--- src/rtl/thermal_guard_pkg.sv ---
package thermal_guard_pkg;

    // Power-state codes seen on pwr_state
    typedef enum logic [1:0] {
        PWR_NORMAL    = 2'b00,
        PWR_STOPGRANT = 2'b01,
        PWR_DEEPSLEEP = 2'b10,
        PWR_DEEPER    = 2'b11
    } pwr_state_e;

    // Hot indication machine
    typedef enum logic [1:0] {
        H_COOL   = 2'b00,
        H_HOT    = 2'b01,
        H_HOT_LP = 2'b10
    } hot_state_e;

    // Catastrophic trip machine
    typedef enum logic [1:0] {
        T_ARMED = 2'b00,
        T_COUNT = 2'b01,
        T_SHUT  = 2'b10
    } trip_state_e;

    function automatic logic is_low_power(input logic [1:0] ps);
        return ps != PWR_NORMAL;
    endfunction

endpackage

--- src/rtl/tg_hot_fsm.sv ---
module tg_hot_fsm
    import thermal_guard_pkg::*;
#(
    parameter int TEMP_W = 8,
    parameter int HYST_W = 4
) (
    input  logic              clk,
    input  logic              rst_n,
    input  logic              sample_vld,
    input  logic [TEMP_W-1:0] temp,
    input  logic [TEMP_W-1:0] trip_point,
    input  logic [HYST_W-1:0] hyst,
    input  logic              low_power,
    output logic              hot
);

    localparam int SUM_W = TEMP_W + 1;

    hot_state_e state_q, state_d;
    logic [SUM_W-1:0] temp_plus_hyst;
    logic             reach_hit;
    logic             release_hit;

    // Compare stage: threshold reached and release margin cleared
    always_comb begin
        temp_plus_hyst = SUM_W'(temp) + SUM_W'(hyst);
        reach_hit      = sample_vld && (temp >= trip_point);
        release_hit    = sample_vld && (temp_plus_hyst < SUM_W'(trip_point));
    end

    // Next-state selection
    always_comb begin
        state_d = state_q;
        unique case (state_q)
            H_COOL: begin
                // heat: only in normal power state
                if (!low_power && reach_hit) state_d = H_HOT;
            end
            H_HOT: begin
                if (low_power)        state_d = H_HOT_LP;   // sleep-while-hot
                else if (release_hit) state_d = H_COOL;     // cool-down
            end
            H_HOT_LP: begin
                if (!low_power) begin
                    if (release_hit) state_d = H_COOL;      // wake-cooled
                    else             state_d = H_HOT;       // wake-hot
                end
            end
            default: state_d = H_COOL;
        endcase
    end

    // State register
    always_ff @(posedge clk or negedge rst_n) begin
        if (!rst_n) state_q <= H_COOL;
        else        state_q <= state_d;
    end

    // Outputs
    always_comb begin
        unique case (state_q)
            H_HOT, H_HOT_LP: hot = 1'b1;
            default:         hot = 1'b0;
        endcase
    end

    a_r2_hot_on_reach: assert property (@(posedge clk) disable iff (!rst_n)
        (sample_vld && !low_power && (temp >= trip_point)) |=> hot);

    a_r4_no_new_hot_in_lp: assert property (@(posedge clk) disable iff (!rst_n)
        (!hot && low_power) |=> !hot);

    a_r5_hold_in_lp: assert property (@(posedge clk) disable iff (!rst_n)
        (hot && low_power) |=> hot);

    a_r6_no_sample_no_change: assert property (@(posedge clk) disable iff (!rst_n)
        (!sample_vld && !low_power) |=> $stable(hot));

endmodule

--- src/rtl/tg_trip_fsm.sv ---
module tg_trip_fsm
    import thermal_guard_pkg::*;
#(
    parameter int TEMP_W     = 8,
    parameter int TRIP_C     = 125,
    parameter int SHUT_DELAY = 8
) (
    input  logic              clk,
    input  logic              rst_n,
    input  logic              sample_vld,
    input  logic [TEMP_W-1:0] temp,
    output logic              tripped,
    output logic              shut_req
);

    localparam int CNT_W = (SHUT_DELAY > 1) ? $clog2(SHUT_DELAY) : 1;
    localparam logic [CNT_W-1:0] CNT_LAST =
        (SHUT_DELAY > 0) ? CNT_W'(SHUT_DELAY - 1) : '0;
    localparam logic [TEMP_W-1:0] TRIP_CODE = TEMP_W'(TRIP_C);

    trip_state_e      state_q, state_d;
    logic [CNT_W-1:0] cnt_q, cnt_d;
    logic             cat_hit;

    assign cat_hit = sample_vld && (temp >= TRIP_CODE);

    // Next-state and budget counter
    always_comb begin
        state_d = state_q;
        cnt_d   = cnt_q;
        unique case (state_q)
            T_ARMED: begin
                cnt_d = '0;
                if (cat_hit) begin
                    if (SHUT_DELAY == 0) state_d = T_SHUT;   // trip-immediate
                    else                 state_d = T_COUNT;  // trip
                end
            end
            T_COUNT: begin
                if (cnt_q == CNT_LAST) state_d = T_SHUT;     // budget-spent
                else                   cnt_d   = cnt_q + 1'b1;
            end
            T_SHUT: begin
                state_d = T_SHUT;
            end
            default: state_d = T_ARMED;
        endcase
    end

    // State register
    always_ff @(posedge clk or negedge rst_n) begin
        if (!rst_n) begin
            state_q <= T_ARMED;
            cnt_q   <= '0;
        end else begin
            state_q <= state_d;
            cnt_q   <= cnt_d;
        end
    end

    // Outputs
    always_comb begin
        tripped  = 1'b0;
        shut_req = 1'b0;
        unique case (state_q)
            T_COUNT: tripped = 1'b1;
            T_SHUT: begin
                tripped  = 1'b1;
                shut_req = 1'b1;
            end
            default: ;
        endcase
    end

    // Checker counter: edges elapsed since the trip indication rose
    logic [31:0] since_trip;
    always_ff @(posedge clk or negedge rst_n) begin
        if (!rst_n)                          since_trip <= '0;
        else if (tripped && since_trip != '1) since_trip <= since_trip + 1'b1;
    end

    a_r7_trip_on_hit: assert property (@(posedge clk) disable iff (!rst_n)
        cat_hit |=> tripped);

    a_r7_trip_sticky: assert property (@(posedge clk) disable iff (!rst_n)
        tripped |=> tripped);

    a_r8_req_needs_trip: assert property (@(posedge clk) disable iff (!rst_n)
        shut_req |-> tripped);

    a_r8_req_held: assert property (@(posedge clk) disable iff (!rst_n)
        shut_req |=> shut_req);

    a_r8_req_timing: assert property (@(posedge clk) disable iff (!rst_n)
        $rose(shut_req) |-> (since_trip == 32'(SHUT_DELAY)));

endmodule

--- src/rtl/thermal_guard.sv ---
module thermal_guard
    import thermal_guard_pkg::*;
#(
    parameter int TEMP_W     = 8,
    parameter int HYST_W     = 4,
    parameter int TRIP_C     = 125,
    parameter int SHUT_DELAY = 8
) (
    input  logic              clk,
    input  logic              rst_n,
    input  logic              temp_vld,
    input  logic [TEMP_W-1:0] temp_code,
    input  logic [TEMP_W-1:0] trip_point,
    input  logic [HYST_W-1:0] hyst_deg,
    input  logic [1:0]        pwr_state,
    input  logic              auto_en,
    output logic              hot_n,
    output logic              trip_n,
    output logic              ctrl_en,
    output logic              vcore_off_req,
    output logic              out_of_spec
);

    logic low_power;
    logic hot;
    logic tripped;
    logic shut_req;
    logic oos_q;

    assign low_power = is_low_power(pwr_state);

    tg_hot_fsm #(
        .TEMP_W (TEMP_W),
        .HYST_W (HYST_W)
    ) u_hot (
        .clk        (clk),
        .rst_n      (rst_n),
        .sample_vld (temp_vld),
        .temp       (temp_code),
        .trip_point (trip_point),
        .hyst       (hyst_deg),
        .low_power  (low_power),
        .hot        (hot)
    );

    tg_trip_fsm #(
        .TEMP_W     (TEMP_W),
        .TRIP_C     (TRIP_C),
        .SHUT_DELAY (SHUT_DELAY)
    ) u_trip (
        .clk        (clk),
        .rst_n      (rst_n),
        .sample_vld (temp_vld),
        .temp       (temp_code),
        .tripped    (tripped),
        .shut_req   (shut_req)
    );

    // Out-of-specification flag register
    always_ff @(posedge clk or negedge rst_n) begin
        if (!rst_n) oos_q <= 1'b0;
        else        oos_q <= ~auto_en;
    end

    // Output stage
    always_comb begin
        hot_n         = ~hot;
        trip_n        = ~tripped;
        ctrl_en       = hot & auto_en;
        vcore_off_req = shut_req;
        out_of_spec   = oos_q;
    end

    a_r9_ctrl_needs_hot: assert property (@(posedge clk) disable iff (!rst_n)
        ctrl_en |-> (!hot_n && auto_en));

    a_r10_oos_follows_enable: assert property (@(posedge clk) disable iff (!rst_n)
        1'b1 |=> (out_of_spec == !$past(auto_en)));

    a_r8_req_with_trip: assert property (@(posedge clk) disable iff (!rst_n)
        vcore_off_req |-> !trip_n);

endmodule

--- config.mk ---
export PLATFORM = sky130hd
export DESIGN_NAME = thermal_guard
export DESIGN_NICKNAME = d
export VERILOG_FILES = /design/src/rtl/thermal_guard_pkg.sv /design/src/rtl/tg_hot_fsm.sv /design/src/rtl/tg_trip_fsm.sv /design/src/rtl/thermal_guard.sv
export SDC_FILE = /design/constraint.sdc
export NUM_CORES = 1
export LEC_CHECK = 0
export ABC_AREA = 1
export CAP_MARGIN = 20
export CORE_ASPECT_RATIO = 1.5
export CORE_MARGIN = 8
export CORE_UTILIZATION = 40
export DETAILED_ROUTE_END_ITERATION = 7
export PLACE_DENSITY = 0.78
export SLEW_MARGIN = 20
export SYNTH_ARGS = -nofsm -noshare
export SYNTH_HDL_FRONTEND = slang
export SYNTH_SLANG_ARGS = --single-unit
--- constraint.sdc ---
create_clock -name clk -period 1.5 [get_ports clk]
set_input_delay 0.15 -clock clk [delete_from_list [all_inputs] [get_ports clk]]
set_output_delay 0.15 -clock clk [all_outputs]
set_load 0.03 [all_outputs]
==> summary.md, run 1 <==
| Metric | Value |
|---|---|
| Status | `finished with violations` |
| Failing checks | `setup timing` |
| Critical path required time | `1.61 ns` |
| Commonest non-fill, non-tap cell in the layout | `inv_1` |
| RSZ-0062 raised after global routing | `true` |
| Core Region | `0.00268 sq mm` |
| Final Hold Fails | `0` |
| Fraction of registers with async set/reset | `100%` |
| Commonest non-fill, non-tap cells in the layout | `inv_1, nand2_1, ha_1, buf_4, clkdlybuf4s50_1` |
| Met3 wire len | `96 um` |
| CTS tree | `done` |
| EDFF count, synth | `0` |
| Top layer used by detailed routing | `met4` |
| DRT antenna net count | `0` |
| Max clock buf depth | `2` |
| Boundary Pins | `31` |
| Syn avg cell area | `6.97 sq um` |
| Worst setup margin | `-0.456 ns` |
| Main synth FF type | `dfrtp_1` |
| Final core utilization | `67.4%` |
| Met1 wire length | `1160 um` |
| TritonCTS Sinks | `8` |
| Worst Clk Skew | `0.00140 ns` |
| CP Launch Type | `input port` |
| Vias after detailed routing | `1183` |
| Worst Hold Class | `input port to async pin` |
| Gr ovfl total | `0` |
| Max Slew Vio Count | `0` |
| Area leader, netlist | `ha_1` |
| First-pass GRT wire length | `4830 um` |
| Final setup violation count | `2` |
| Rel. slew slack | `75.2%` |
| Number of global-route vias before repair | `1175` |
| Routed wire length | `3020 um` |
| Port buffer count | `30` |
| Worst Path Arrival | `2.06 ns` |
| Wire per inst | `11.8 um` |
| Worst Max-Slew Pin Slew | `0.370 ns` |
| Hpwl dp | `2450 um` |
| Initial antenna violation count | `0` |
| DIE WIDTH | `59.4 um` |
| Die area | `0.00482 sq mm` |
| DR pass1 iterations | `4` |
| Clk slew on worst S/H paths | `0.04 ns` |
| Metal2 WL | `1700 um` |
| Total chip power | `1.30 mW` |
| Min Hold Slack | `0.207 ns` |
| Num CTS Buffers | `3` |
| Synth cell types | `19` |
| #FFs+latches synth | `8` |
| 1st-iter DRT viols | `7` |
| Yosys warns | `0` |
| Clock root cell | `clkbuf_8` |
| Fin nets | `275` |
| Avg Vias per Cell | `4.64` |
| Effective utilization at floorplan | `42.2%` |
| F_max | `511 MHz` |
| Final cell count without fillers | `255` |
| Share of the synthesized area in the top cell type | `31.0%` |
| # DRC | `0` |
| Synth Instances | `162` |
| Hold_buf cts | `0` |
| CTS H-tree depth | `1` |
| Row cnt | `23` |
| Placed cells | `248` |
| Die height | `81.1 um` |
| Dominant cells by area after synthesis | `ha_1, dfrtp_1, inv_1, nand2_1, a21oi_1` |
| Worst skew pair latency | `0.23 ns` |
| Critical path peak fanout | `3` |
| Sequential cell area fraction in the yosys report | `17.7%` |
| Worst IR Drop VDD | `0.847 mV` |
| Min Clock Period, post-route | `1.96 ns` |
| Leakage | `0.979 nW` |
| Setup tns final | `-0.911 ns` |
| Max-cap viol count | `0` |
| Critical path type | `input port to register` |
| P&R area growth vs syn | `59.7%` |
| Nature of the critical path endpoint | `register` |
| Largest net degree at the start of global routing | `9` |
| Period utilization | `130%` |
| GRT Total Usage | `12.5%` |
| Cell Area, Synth | `0.00113 sq mm` |
| Mapped Nets | `217` |
| Ratio of cells with drive above 1 in the final layout | `29.4%` |
| Power per cell area | `720 mW/mm^2` |
| # diodes | `0` |
| Final GP Congestion | `0.886` |
critical path, stage by stage:
cell and delay (ns):
buf_6 0.07, ha_4 0.13, inv_2 0.03, fa_2 0.36
buf_6 0.13, xnor2_2 0.12, ha_1 0.30, nand2_1 0.07
inv_1 0.04, nand2_1 0.05, nand2_1 0.05, nand2_1 0.05
nand2_1 0.04, nand2_1 0.06, nand2_1 0.04, nand2_1 0.06
nand2_2 0.07, a21oi_2 0.15, o21ai_1 0.08
stage by stage:
step / setup WS [ns] / cell area (sq um)
after floorplan: -0.408 / 1160
after global placement: -1.09 / 1650
after detailed placement: -1.12 / 1650
after CTS: -0.501 / 1750
after global routing: -0.621 / 1800
final: -0.456 / 1800
cell type report:
type | instances | area [sq um]
Timing Repair Buffer | 53 | 459
Multi-Input combinational cell | 111 | 896
Clock buffer | 3 | 41.3
Tap cell | 37 | 46.3
Sequential cell | 8 | 200
Inverter | 43 | 161
Fill cell | 239 | 872
registers in the layout, summed over array words and instances, names as in the netlist:
signal / count
out_of_spec: 1
u_hot.state_q: 2
u_trip.cnt_q: 3
u_trip.state_q: 2
power by group:
group / internal, mW / total, mW / switching, mW
combinational: 0.360 / 0.776 / 0.416
sequential: 0.243 / 0.267 / 0.0236
clock: 0.174 / 0.256 / 0.0822
total: 0.776 / 1.30 / 0.522
layer usage:
layer,track usage (%),vias up
met4,5.05,0
li1,-,618
met1,13.4,531
met3,1.90,6
met5,0,-
met2,23.3,28
cells by family after synthesis:
logic type	Yosys count	share of synthesized area [%]
simple gates	51	18.2
buf+inv	43	14.3
fa+ha+maj	29	32.8
compound gates	25	12.4
flops	8	17.7
xor+xnor	6	4.65
path summary, 6_finish.rpt:
kind / endpoint / slack (ns) / depth (start not counted) / start
setup / recovery: u_hot.state_q[1] / -0.46 / 19 / hyst_deg[0]
hold / removal: u_trip.state_q[1] / 0.21 / 1 / rst_n
setup reg to reg: u_hot.state_q[1] / 0.10 / 9 / u_hot.state_q[0]
hold reg to reg: u_trip.cnt_q[0] / 0.49 / 1 / u_trip.cnt_q[0]
max in group asynchronous: u_trip.cnt_q[1] / 1.03 / 1 / rst_n
min in group clk: out_of_spec / 0.43 / 2 / auto_en
timing repair:
item	in CTS	in global routing
endpoints found under the setup margin	3	7
pin swaps	20	25
setup buffers	3	1
gates resized for setup	32	26
Yosys cell counts (2+ instances only):
master / n
ha_1: 28
inv_1: 43
a21oi_1: 15
nand3_1: 4
dfrtp_1: 8
nor2_1: 11
o21ai_0: 4
nand2_1: 32
xnor2_1: 4
nand2_2: 2
o21a_1: 2
xor2_1: 2
No activity file was read; power rests on OpenSTA's default activity.
==> run 2, diff against run 1 <==
- ABC_CLOCK_PERIOD_IN_PS: default -> 1500
- MAX_ROUTING_LAYER: default -> met4
==> summary.md, run 2 (synthesis gave the netlist of run 1 again) <==
| Metric | Value |
|---|---|
| CTS H-tree depth | `1 (unchanged)` |
| Effective utilization at floorplan | `42.2% (unchanged)` |
| Cell Int Power | `776 uW (about the same)` |
| Die height | `81.1 um (unchanged)` |
| Worst Clk Skew | `0.00147 ns (+0.0000672 ns)` |
| Final Hold Fails | `0 (unchanged)` |
| # DRC | `0 (unchanged)` |
| Pre-CTS WS | `-1.12 ns (unchanged)` |
| DRT antenna net count | `0 (unchanged)` |
| Critical path cell sequence | `buf_6 > ha_4 > inv_2 > fa_2 > buf_6 > xnor2_2 > ha_1 > nand2_1 > inv_1 > nand2_1 > nand2_1 > nand2_1 > nand2_1 > nand2_1 > nand2_1 > nand2_1 > nand2_2 > a21oi_2 > o21ai_1` |
| Ratio of cells with drive above 1 in the final layout | `29.4% (unchanged)` |
| Routed wire length | `3020 um (unchanged)` |
| CTS tree | `done` |
| Port buffer count | `30 (unchanged)` |
| CP Launch Type | `input port` |
| Top reg by flops | `u_trip.cnt_q` |
| Critical path type | `input port to register` |
| Switching share of power | `40.2% (about the same)` |
| Worst IR Drop VDD | `0.847 mV (about the same)` |
| Critical Path Slowest Stage Cell | `fa_2` |
| Worst reg2reg path endpoint | `u_hot.state_q[1]` |
| Wire per inst | `11.8 um (unchanged)` |
| TritonCTS Sinks | `8 (unchanged)` |
| Nature of the critical path endpoint | `register` |
| Avg Vias per Cell | `4.64 (unchanged)` |
| Fillers | `239 (unchanged)` |
| 1st-iter DRT viols | `7 (unchanged)` |
| Status | `finished with violations` |
| Post-DP Area | `0.00165 sq mm (unchanged)` |
| Reg2reg setup slack | `0.10 ns (about the same)` |
| Crit path max-delay family | `adder cells` |
| Gate power share | `59.8% (about the same)` |
| Worst skew pair latency | `0.23 ns (about the same)` |
| Critical path required time | `1.61 ns (about the same)` |
| Clock root cell | `clkbuf_8` |
| Buf/Inv on CP | `4 (unchanged)` |
| Total chip power | `1.30 mW (about the same)` |
| Worst Path Arrival | `2.06 ns (about the same)` |
| Sw power | `522 uW (about the same)` |
| Max reg flops | `3 (unchanged)` |
| Largest net degree at the start of global routing | `9 (unchanged)` |
| Min Hold Slack | `0.207 ns (+0.0000470 ns)` |
| Failing checks | `setup timing` |
| Min Clock Period, post-route | `1.96 ns (+0.0000470 ns)` |
| Reg2reg start | `u_hot.state_q[0]` |
| Number of global-route vias before repair | `1176 (+0.085%)` |
| Worst Max-Slew Pin Slew | `0.370 ns (-0.0000567 ns)` |
| Max-cap viol count | `0 (unchanged)` |
| Commonest non-fill, non-tap cell in the layout | `inv_1` |
| Rel. slew slack | `75.3% (about the same)` |
| Period utilization | `130% (about the same)` |
| P&R area growth vs syn | `59.7% (unchanged)` |
| Core Region | `0.00268 sq mm (unchanged)` |
| Worst setup margin | `-0.456 ns (-0.0000470 ns)` |
| Area of the multi-input gates | `896 sq um (unchanged)` |
| # diodes | `0 (unchanged)` |
| Vias after detailed routing | `1183 (unchanged)` |
| Max clock buf depth | `2 (unchanged)` |
| Boundary Pins | `31 (unchanged)` |
| Fin nets | `275 (unchanged)` |
| Worst Hold Class | `input port to async pin` |
| Final setup violation count | `2 (unchanged)` |
| Critical path peak fanout | `3 (unchanged)` |
| Num CTS Buffers | `3 (unchanged)` |
| Commonest non-fill, non-tap cells in the layout | `inv_1, nand2_1, ha_1, buf_4, clkdlybuf4s50_1` |
| First-pass GRT wire length | `4820 um (-0.14%)` |
| Power per cell area | `720 mW/mm^2 (about the same)` |
| Final core utilization | `67.4% (unchanged)` |
| Flop pwr share | `20.5% (about the same)` |
| Hpwl dp | `2450 um (unchanged)` |
| Max Slew Vio Count | `0 (unchanged)` |
| Row cnt | `23 (unchanged)` |
| Top flop regs | `u_trip.cnt_q x3, u_hot.state_q x2, u_trip.state_q x2` |
| Fin area | `0.00180 sq mm (unchanged)` |
| R2R depth | `9 (unchanged)` |
| F_max | `511 MHz (about the same)` |
| Setup tns final | `-0.911 ns (-0.0000920 ns)` |
| DR pass1 iterations | `4 (unchanged)` |
| Register area | `200 sq um (unchanged)` |
| Leakage | `0.979 nW (unchanged)` |
| RSZ-0062 raised after global routing | `true` |
| Clock power frac | `19.7% (about the same)` |
| Max incr delay on CP | `0.36 ns (about the same)` |
| Clk slew on worst S/H paths | `0.04 ns (about the same)` |
| Final GP Congestion | `0.900 (+1.7%)` |
| Gr ovfl total | `0 (unchanged)` |
| Final cell count without fillers | `255 (unchanged)` |
| Die area | `0.00482 sq mm (unchanged)` |
| Initial antenna violation count | `0 (unchanged)` |
| DIE WIDTH | `59.4 um (unchanged)` |
| Most frequent CP cell | `nand2_1` |
| Placed cells | `248 (unchanged)` |
| GRT Total Usage | `12.9% (+0.37 points)` |
-- run 2: cell counts in the layout (fill, tap and decap cells not counted) --
No cell type changed its count.
-- run 2: layer usage --
layer / GRT usage, % / share of wire, %
met5: - / 0
met4: 5.05 / 2.1
met3: 1.58 / 2.7
met2: 23.3 / 56
met1: 13.6 / 39
-- run 2: worst max path at each step --
stage / depth (start not counted) / to / slack [ns] / start
floorplan: 13 / u_hot.state_q[1] / -0.41 / temp_code[0]
finish: 19 / u_hot.state_q[1] / -0.46 / hyst_deg[0]
CTS: 17 / u_hot.state_q[0] / -0.50 / hyst_deg[0]
detailed placement: 15 / u_hot.state_q[0] / -1.12 / temp_code[0]
global route: 18 / u_hot.state_q[0] / -0.62 / temp_code[0]
global placement: 14 / u_hot.state_q[1] / -1.09 / temp_code[0]
-- run 2: what timing repair did --
action	in CTS	in global routing
buffers inserted	3	1
hold buffers	0	0
endpoints found under the setup margin	3	7
endpoints found under the hold margin	0	0
resized for setup	32	26
pin swaps	20	25
-- run 2: cell type report --
type                    instances  area share (%)
well taps                      37            2.57
inverters                      43            8.95
flip-flops and latches          8            11.1
clock buffers                   3            2.29
repair buffers                 53            25.5
multi-input cells             111            49.7
-- run 2: power by group through the flow --
stage | clock [mW] | combinational (mW) | sequential, mW
2_1_floorplan | 0 | 0.456 | 0.266
3_3_place_gp | 0 | 0.706 | 0.270
3_5_place_dp | 0 | 0.720 | 0.271
4_1_cts | 0.264 | 0.745 | 0.268
5_1_grt | 0.274 | 0.874 | 0.272
6_report | 0.256 | 0.776 | 0.267
-- run 2: worst register-to-register path: stages (launching register included) --
cell,delay (ns)
dfrtp_1,0.41
inv_1,0.09
ha_1,0.18
inv_1,0.05
nor2_1,0.09
nor2_1,0.04
a21oi_1,0.19
inv_1,0.09
nand3_1,0.08
o21ai_1,0.07
==> run 3, diff against run 2 <==
- ABC_CLOCK_PERIOD_IN_PS: 1500 -> 2250
- PLACE_DENSITY: 0.78 -> 0.75
- clock period: 1.5 -> 2.25 ns (I/O delays scaled with it)
==> summary.md, run 3 (synthesis gave the netlist of run 1 again) <==
| Metric | Value |
|---|---|
| Status | `complete, no violations` |
| First-pass GRT wire length | `5220 um (+8.3%)` |
| P&R area growth vs syn | `49.4%` |
| Ratio of cells with drive above 1 in the final layout | `20.6% (-8.8 points)` |
| Core Region | `0.00268 sq mm (unchanged)` |
| Top flop regs | `u_trip.cnt_q x3, u_hot.state_q x2, u_trip.state_q x2` |
| Clk slew on worst S/H paths | `0.04 ns (about the same)` |
| Final GP Congestion | `0.851 (-5.5%)` |
| Area of the multi-input gates | `863 sq um (-3.6%)` |
| Top reg by flops | `u_trip.cnt_q` |
| GRT Total Usage | `14.1% (+1.2 points)` |
| Fin area | `0.00169 sq mm (-6.4%)` |
| Register area | `200 sq um (unchanged)` |
| Gr ovfl total | `0 (unchanged)` |
| Min Clock Period, post-route | `2.06 ns` |
| Routed wire length | `3030 um (+0.33%)` |
| Vias after detailed routing | `1188 (+0.42%)` |
| Clock power frac | `19.9% (+0.2 points)` |
| DRT antenna net count | `0 (unchanged)` |
| Leakage | `0.925 nW (-5.5%)` |
| Post-DP Area | `0.00157 sq mm (-4.9%)` |
| Largest net degree at the start of global routing | `9 (unchanged)` |
| Rel. slew slack | `76.4% (+1.1 points)` |
| Power per cell area | `508 mW/mm^2 (-29%)` |
| Number of global-route vias before repair | `1269 (+7.9%)` |
| Num CTS Buffers | `3 (unchanged)` |
| Hpwl dp | `2540 um (+3.4%)` |
| TritonCTS Sinks | `8 (unchanged)` |
| Effective utilization at floorplan | `42.2% (unchanged)` |
| Max Slew Vio Count | `0 (unchanged)` |
| Wire per inst | `12.3 um (+4.0%)` |
| Max-cap viol count | `0 (unchanged)` |
| Critical path required time | `2.42 ns (+0.81 ns)` |
| Fin nets | `266 (-3.3%)` |
| CTS H-tree depth | `1 (unchanged)` |
| Worst Clk Skew | `0.000956 ns (-0.000516 ns)` |
| Placed cells | `241 (-2.8%)` |
| Commonest non-fill, non-tap cell in the layout | `inv_1` |
| Final setup violation count | `0 (-2)` |
| DIE WIDTH | `59.4 um (unchanged)` |
| Final cell count without fillers | `246 (-3.5%)` |
| Worst Hold Class | `input port to async pin` |
| Boundary Pins | `31 (unchanged)` |
| Worst IR Drop VDD | `0.521 mV (-38%)` |
| Worst Max-Slew Pin Slew | `0.354 ns (-0.0165 ns)` |
| # DRC | `0 (unchanged)` |
| Reg2reg start | `u_trip.cnt_q[0]` |
| Max reg flops | `3 (unchanged)` |
| Row cnt | `23 (unchanged)` |
| Clock root cell | `clkbuf_8` |
| Flop pwr share | `20.9% (+0.4 points)` |
| CP Launch Type | `input port` |
| Avg Vias per Cell | `4.83 (+4.1%)` |
| Worst skew pair latency | `0.23 ns (about the same)` |
| Die height | `81.1 um (unchanged)` |
| Critical path peak fanout | `3 (unchanged)` |
| Gate power share | `59.3% (-0.5 points)` |
| DR pass1 iterations | `4 (unchanged)` |
| Nature of the critical path endpoint | `register` |
| Die area | `0.00482 sq mm (unchanged)` |
| Period utilization | `91.4%` |
| Fillers | `241 (+0.84%)` |
| CTS tree | `done` |
| Cell Int Power | `512 uW (-34%)` |
| Commonest non-fill, non-tap cells in the layout | `inv_1, nand2_1, ha_1` |
| Final core utilization | `63.1% (-4.3 points)` |
| # diodes | `0 (unchanged)` |
| Critical path type | `input port to register` |
| Switching share of power | `40.3% (+0.11 points)` |
| Critical path startpoint | `temp_code[0]` |
| 1st-iter DRT viols | `11 (+4)` |
| F_max | `486 MHz` |
| Port buffer count | `30 (unchanged)` |
| Final Hold Fails | `0 (unchanged)` |
| Max clock buf depth | `2 (unchanged)` |
| Sw power | `346 uW (-34%)` |
| Worst Path Arrival | `2.22 ns (+0.16 ns)` |
| Initial antenna violation count | `0 (unchanged)` |
-- run 3: cell type report --
cell class	instances	share of cell area, %
clock buffer	3	2.45
inverter	43	9.56
multi-input combinational	111	51.1
sequential	8	11.9
tap	37	2.74
timing repair buffer	44	22.2
-- run 3: path summary, 6_finish.rpt --
check,end,slack [ns],cells after the start
hold reg to reg,u_trip.cnt_q[0],0.48,1
setup reg to reg,u_trip.cnt_q[1],0.67,6
min in group clk,u_trip.cnt_q[0],0.48,1
hold / removal,u_trip.state_q[1],0.27,1
setup / recovery,u_hot.state_q[0],0.19,18
max in group asynchronous,u_trip.state_q[0],1.72,1
-- run 3: per-layer routing --
| layer | global-route usage (%) | vias up | part of all wire, % |
|---|---|---|---|
| li1 | - | 598 | - |
| met1 | 12.4 | 541 | 35 |
| met2 | 27.0 | 36 | 56 |
| met3 | 2.37 | 13 | 5.1 |
| met4 | 7.93 | 0 | 4.4 |
| met5 | - | - | 0 |
-- run 3: critical path: stages --
cell and delay (ns):
buf_4 0.10, ha_4 0.13, inv_2 0.04, fa_2 0.37, o21ai_2 0.20, xor2_1 0.17
ha_1 0.27, nand2_1 0.07, inv_1 0.04, nand2_1 0.05, nand2_1 0.04, nand2_1 0.06
nand2_1 0.04, nand2_1 0.06, nand2_2 0.06, a21oi_2 0.15, nand3_1 0.08, nand2_1 0.06
-- run 3: power groups by stage --
stage                     combinational (mW)  clock, mW  sequential (mW)
after floorplan                        0.294          0            0.178
after global placement                 0.455          0            0.179
after detailed placement               0.474          0            0.181
after CTS                              0.502      0.179            0.179
after global routing                   0.579      0.180            0.184
final                                  0.509      0.170            0.179
-- run 3: metrics by stage --
stage	setup TNS [ns]	hold slack (ns)	setup slack (ns)	power [mW]
floorplan	0	-0.0706	0.124	0.471
global placement	-1.00	0.461	-0.508	0.633
detailed placement	-1.16	0.483	-0.586	0.655
CTS	0	0.276	0.000192	0.860
global route	-0.00121	0.310	-0.00121	0.943
finish	0	0.273	0.193	0.858
-- run 3: what timing repair did --
action                     in CTS  in global routing
gates resized for setup        25                 16
buffers inserted                1                  1
setup endpoints to repair       2                  2
hold buffers                    0                  0
pin swaps                      15                 18
